[src/rtl/gpcap_pkg.sv]
// gpcap_pkg: types shared by the input capture and interrupt detector.
// Assumes: nothing beyond the standard language.
package gpcap_pkg;

    // Trigger kinds a pin can be configured for
    typedef enum logic [1:0] {
        TRIG_LEVEL    = 2'd0,
        TRIG_ONE_EDGE = 2'd1,
        TRIG_ANY_EDGE = 2'd2
    } trig_e;

    // Map the two mode control bits onto a trigger kind
    function automatic trig_e decode_trig(input logic edge_mode, input logic both_edges);
        if (!edge_mode)
            return TRIG_LEVEL;
        else if (both_edges)
            return TRIG_ANY_EDGE;
        else
            return TRIG_ONE_EDGE;
    endfunction

endpackage

[src/rtl/gpcap_sync.sv]
// gpcap_sync: multi-flop synchroniser for a vector of asynchronous pin levels.
// Assumes: every bit is independent, so no bus coherence is required.
// All stages reset to 0.
module gpcap_sync #(
    parameter int WIDTH  = 16,
    parameter int STAGES = 2
) (
    input  logic             clk,
    input  logic             rst_n,
    input  logic [WIDTH-1:0] async_i,
    output logic [WIDTH-1:0] sync_o
);

    localparam int LAST = STAGES - 1;

    logic [WIDTH-1:0] stage_q [STAGES];

    // Shift the sampled levels through the flop chain
    always_ff @(posedge clk) begin
        if (!rst_n) begin
            for (int s = 0; s < STAGES; s++) stage_q[s] <= '0;
        end else begin
            stage_q[0] <= async_i;
            for (int s = 1; s < STAGES; s++) stage_q[s] <= stage_q[s-1];
        end
    end

    assign sync_o = stage_q[LAST];

    generate
        if (STAGES == 2) begin : g_chk2
            // the output is the input from two edges earlier
            p_sync_delay_r4: assert property (@(posedge clk) disable iff (!rst_n)
                rst_n && $past(rst_n) |=> sync_o == $past(async_i, 2));
        end
    endgenerate

endmodule

[src/rtl/gpcap_bit.sv]
// gpcap_bit: capture flop and interrupt condition logic for one pin.
// Assumes: pin_s is already synchronised to clk, and the control bits are
// quasi-static register outputs in the same clock domain.
module gpcap_bit
    import gpcap_pkg::*;
(
    input  logic clk,
    input  logic rst_n,
    input  logic pin_s,
    input  logic dir_out,
    input  logic in_en,
    input  logic polar,
    input  logic edge_mode,
    input  logic both_edges,
    output logic data_o,
    output logic irq_o
);

    logic  accepted;
    logic  data_q;
    logic  irq_q;
    logic  rise;
    logic  fall;
    logic  edge_hit;
    trig_e trig;

    // A pin is listened to only as an enabled input
    assign accepted = !dir_out && in_en;
    assign rise     = !data_q && pin_s;
    assign fall     = data_q && !pin_s;

    // Decode the trigger kind from the mode bits
    always_comb trig = decode_trig(edge_mode, both_edges);

    // Select the transition that counts for the chosen edge mode
    always_comb begin
        case (trig)
            TRIG_ANY_EDGE: edge_hit = rise || fall;
            TRIG_ONE_EDGE: edge_hit = polar ? fall : rise;
            default:       edge_hit = 1'b0;
        endcase
    end

    // Store the new level of an accepted pin, otherwise hold
    always_ff @(posedge clk) begin
        if (!rst_n)
            data_q <= 1'b0;
        else if (accepted)
            data_q <= pin_s;
    end

    // Level requests track the level; edge requests last one cycle
    always_ff @(posedge clk) begin
        if (!rst_n)
            irq_q <= 1'b0;
        else if (trig == TRIG_LEVEL)
            irq_q <= accepted ? (pin_s != polar) : irq_q;
        else
            irq_q <= accepted && edge_hit;
    end

    assign data_o = data_q;
    assign irq_o  = irq_q;

    // an ignored pin keeps its captured level
    p_ignored_hold_r2: assert property (@(posedge clk) disable iff (!rst_n)
        rst_n && !accepted |=> $stable(data_q));

    // an ignored pin in edge mode raises no request
    p_ignored_noirq_r3: assert property (@(posedge clk) disable iff (!rst_n)
        rst_n && !accepted && edge_mode |=> !irq_q);

    // a level request agrees with the stored level and the polarity
    p_level_track_r5: assert property (@(posedge clk) disable iff (!rst_n)
        rst_n && !edge_mode && accepted |=> irq_q == (data_q != $past(polar)));

    // an edge request appears only with a change of the stored level
    p_edge_needs_change_r8: assert property (@(posedge clk) disable iff (!rst_n)
        rst_n && edge_mode |=> !irq_q || (data_q != $past(data_q)));

endmodule

[src/rtl/gpcap_detector.sv]
// gpcap_detector: per-pin input capture and interrupt detection for a port.
// Assumes: pin levels are asynchronous. The control vectors come from a
// register block in the clk domain.
module gpcap_detector #(
    parameter int NUM_PINS    = 16,
    parameter int SYNC_STAGES = 2
) (
    input  logic                clk,
    input  logic                rst_n,
    input  logic [NUM_PINS-1:0] pin_i,
    input  logic [NUM_PINS-1:0] dir_i,
    input  logic [NUM_PINS-1:0] in_en_i,
    input  logic [NUM_PINS-1:0] polar_i,
    input  logic [NUM_PINS-1:0] edge_mode_i,
    input  logic [NUM_PINS-1:0] both_edges_i,
    output logic [NUM_PINS-1:0] data_o,
    output logic [NUM_PINS-1:0] irq_o
);

    logic [NUM_PINS-1:0] pin_sync;

    // Bring the pin levels into the clock domain
    gpcap_sync #(
        .WIDTH  (NUM_PINS),
        .STAGES (SYNC_STAGES)
    ) u_sync (
        .clk     (clk),
        .rst_n   (rst_n),
        .async_i (pin_i),
        .sync_o  (pin_sync)
    );

    // One independent capture-and-detect slice per pin
    generate
        for (genvar p = 0; p < NUM_PINS; p++) begin : g_pin
            gpcap_bit u_bit (
                .clk        (clk),
                .rst_n      (rst_n),
                .pin_s      (pin_sync[p]),
                .dir_out    (dir_i[p]),
                .in_en      (in_en_i[p]),
                .polar      (polar_i[p]),
                .edge_mode  (edge_mode_i[p]),
                .both_edges (both_edges_i[p]),
                .data_o     (data_o[p]),
                .irq_o      (irq_o[p])
            );
        end
    endgenerate

    // outputs are clear after a reset edge
    p_reset_clear_r1: assert property (@(posedge clk)
        !rst_n |=> (data_o == '0) && (irq_o == '0));

endmodule

[config.mk]
export PLATFORM = sky130hd
export DESIGN_NAME = gpcap_detector
export DESIGN_NICKNAME = d
export VERILOG_FILES = /design/src/rtl/gpcap_pkg.sv /design/src/rtl/gpcap_sync.sv /design/src/rtl/gpcap_bit.sv /design/src/rtl/gpcap_detector.sv
export SDC_FILE = /design/constraint.sdc
export NUM_CORES = 1
export LEC_CHECK = 0
export CORE_MARGIN = 2
export CORE_UTILIZATION = 25
export CTS_CLUSTER_SIZE = 16
export DETAILED_ROUTE_END_ITERATION = 7
export GPL_TIMING_DRIVEN = 0
export MAX_ROUTING_LAYER = met4
export RECOVER_POWER = 100
export SLEW_MARGIN = 40
export SYNTH_ARGS = -nofsm -noshare
export SYNTH_HDL_FRONTEND = slang
export SYNTH_SLANG_ARGS = --single-unit
[constraint.sdc]
create_clock -name clk -period 1.63 [get_ports clk]
set_clock_uncertainty 0.15 [all_clocks]
set_input_delay 0.489 -clock clk [delete_from_list [all_inputs] [get_ports clk]]
set_output_delay 0.489 -clock clk [all_outputs]
set_load 0.02 [all_outputs]
==> summary.txt, run 1 <==
status: complete, no violations
CTS clock-pin slew for the worst setup and hold paths: 60 ps
FP Rows: 45
worst hold-check path type: register to register
setup violators final: 0
largest net degree at the start of global routing: 12
most frequent cells in the layout: clkdlybuf4s50_1 (91), inv_1 (48), dfxtp_1 (48)
Mapped Area: 3930 um2
Reg2Reg Depth: 5
Leak Pwr: 2.35 nW
Starting Density: 25.7%
Yosys warning count: 0
critical-path cell list: dlygate4sd3_1 -> mux2_4 -> o31ai_4 -> a311oi_2
GRT Resource Usage Total: 11.6%
DRT iter0 DRCs: 58
Final Cycle Share: 97.7%
Skew-Pair Late Insertion Delay: 330 ps
H-tree levels: 3
Register Area: 1300 um2
DRT Pass-1 Iters: 4
Hold EP: u_sync.stage_q[0][28]
Setup crit start kind: input port
peak supply drop: 0.564 mV
FF-to-FF End: g_pin[7].u_bit.irq_o
Post-Syn Nets: 505
Avg Vias per Cell: 4.06
Boundary Pins: 130
CP max-delay cell: dlygate4sd3_1
RSZ-0062 raised after global routing: no
worst path required time: 1690 ps
GRT met2 Usage: 20.1%
global routing's busiest layer: met2
Hold Buf Count CTS: 0
max_cap viols: 0
Seq/Total Area, Yosys: 32.6%
met3 Use GR: 3.67%
Setup CP Type: input port to register
clk sink count: 64
dominant cells by area after synthesis: dfxtp_1 (33%), ha_1 (10%), and2_1 (7.6%), buf_4 (6.1%), mux2_4 (6.1%)
Detailed Place HPWL: 7050 um
Synth top area share: 32.6%
Die Ht: 129 um
initial antenna violation count: 0
CTS tree: yes
Slew @ Worst Pin: 650 ps
Worst Hold Launch: u_sync.stage_q[0][12]
reg2reg setup slack: 150 ps
Final Critical Period: 1590 ps
Nets: 644
diodes inserted: 0
TNS Setup: 0 ps
pwr dens: 830 nW/um2
Routed Antenna Nets: 0
detailed-route via count: 2962
first-pass GRT wire length: 14400 um
drt drc: 0
gpl congestion: 0.773
die span in x: 129 um
total CTS buffers: 9
GRT met1 Usage: 12.3%
die area: 16700 um2
final non-filler cell total: 730
commonest non-fill, non-tap cell in the layout: clkdlybuf4s50_1
final hold viol count: 0
Tot Pwr: 0.00468 W
post-synth top area cell: dfxtp_1
hold depth: 1
fmax: 628 MHz
max_slew headroom: 56.7%
CP max stage delay: 600 ps
worst path arrival time: 1650 ps
area grow syn2layout: 43.7%
critical path capture point type: register
worst r2r src: u_sync.stage_q[0][23]
Synth cell types: 22
placed instance count: 714
vias in the first global route: 3123
post-synthesis average cell area: 10.5 um2
layout cells sized above 1: 28.5%
FF+latch count, synth: 64
critical path startpoint: polar_i[9]
core area: 15300 um2
Clock Tree Root: clkbuf_16
clk buf depth: 2
PortBufs: 128
Post-Route WL: 9050 um
GR Overflow Total: 0
Final Max Tran Viols: 0
Routed WL per cell: 12.4 um
# fillers: 1543
CP max FO: 2
Syn Inst Count: 375
area of the multi-input gates: 2120 um2
-- Yosys cell counts (all sizes together) --
master / instances
a311oi: 16
and2: 48
and2b: 16
buf: 39
dfxtp: 64
ha: 32
inv: 48
mux2: 16
mux2i: 16
nand3: 16
nor2b: 16
o21ai: 16
o31ai: 16
xnor2: 16
-- worst max-delay path by stage --
stage                                  to  slack [ps]  depth (start not counted)
floorplan           g_pin[15].u_bit.irq_o         290                          5
global placement     g_pin[2].u_bit.irq_o        -240                          4
detailed placement   g_pin[2].u_bit.irq_o        -260                          4
CTS                             data_o[6]           8                          2
global route                    irq_o[14]           4                          2
finish               g_pin[9].u_bit.irq_o          40                          4
-- flip-flops by register name (all words and copies together) (netlist names) --
| signal | count |
|---|---|
| g_pin.u_bit.data_o | 16 |
| u_sync.stage_q | 32 |
| g_pin.u_bit.irq_o | 16 |
-- cell type report --
type	instances	area share, %
plain buffers	39	5.21
repair buffers	128	20.0
clock inverters	5	1.82
clock buffers	11	4.48
flip-flops and latches	64	23.1
inverters	48	3.19
well taps	211	4.68
multi-input cells	224	37.6
-- per-stage QoR --
stage / setup slack, ps / util (%) / hold WS [ps] / area [um2]
after CTS: 8.08 / 37.3 / 280 / 5680
after global routing: 3.88 / 37.0 / 298 / 5640
after global placement: -243 / 35.9 / 266 / 5470
after detailed placement: -260 / 35.9 / 267 / 5470
final: 37.6 / 37.0 / 278 / 5640
after floorplan: 293 / - / 262 / 3930
-- kinds of logic after synthesis --
family                     synth area share, %
adders and majority gates                 10.2
buffers and inverters                     12.3
DFF                                       32.6
and+or+nand+nor                           15.4
AOI/OAI and AO/OA                         15.7
xor gates and xnor gates                  3.57
muxes                                     10.2
-- metal layers --
layer | vias up | wire [um]
li1 | 1492 | -
met1 | 1360 | 3860
met2 | 97 | 4430
met3 | 13 | 591
met4 | 0 | 168
met5 | - | 0
-- critical path: cells and delay by family --
family	cells	cell delay, ps
compound gates	2	230
mux	1	330
buf+inv	1	600
-- report_power, final --
part	internal [W]	leakage, nW	switching, W	total [W]
sequential	0.00163	0.533	0.0000323	0.00166
combinational	0.000434	1.65	0.000301	0.000735
clock	0.00157	0.172	0.000715	0.00229
-- repair_timing --
item,4_1_cts,5_1_grt
buffers inserted,0,0
cloned,0,0
setup endpoints to repair,32,8
endpoints found under the hold margin,0,0
gates resized for setup,138,8
Note: power is estimated with default switching activity, not from simulation.
==> run 2: changes to the inputs <==
ABC_CLOCK_PERIOD_IN_PS = 1630   (was unset)
==> results of run 2 <==
Final layout, timing and power as in run 1 (identical DEF).
==> run 3: changes to the inputs <==
SLEW_MARGIN = 10   (was 40)
==> results of run 3 <==
Final layout, timing and power as in run 1 (identical DEF).
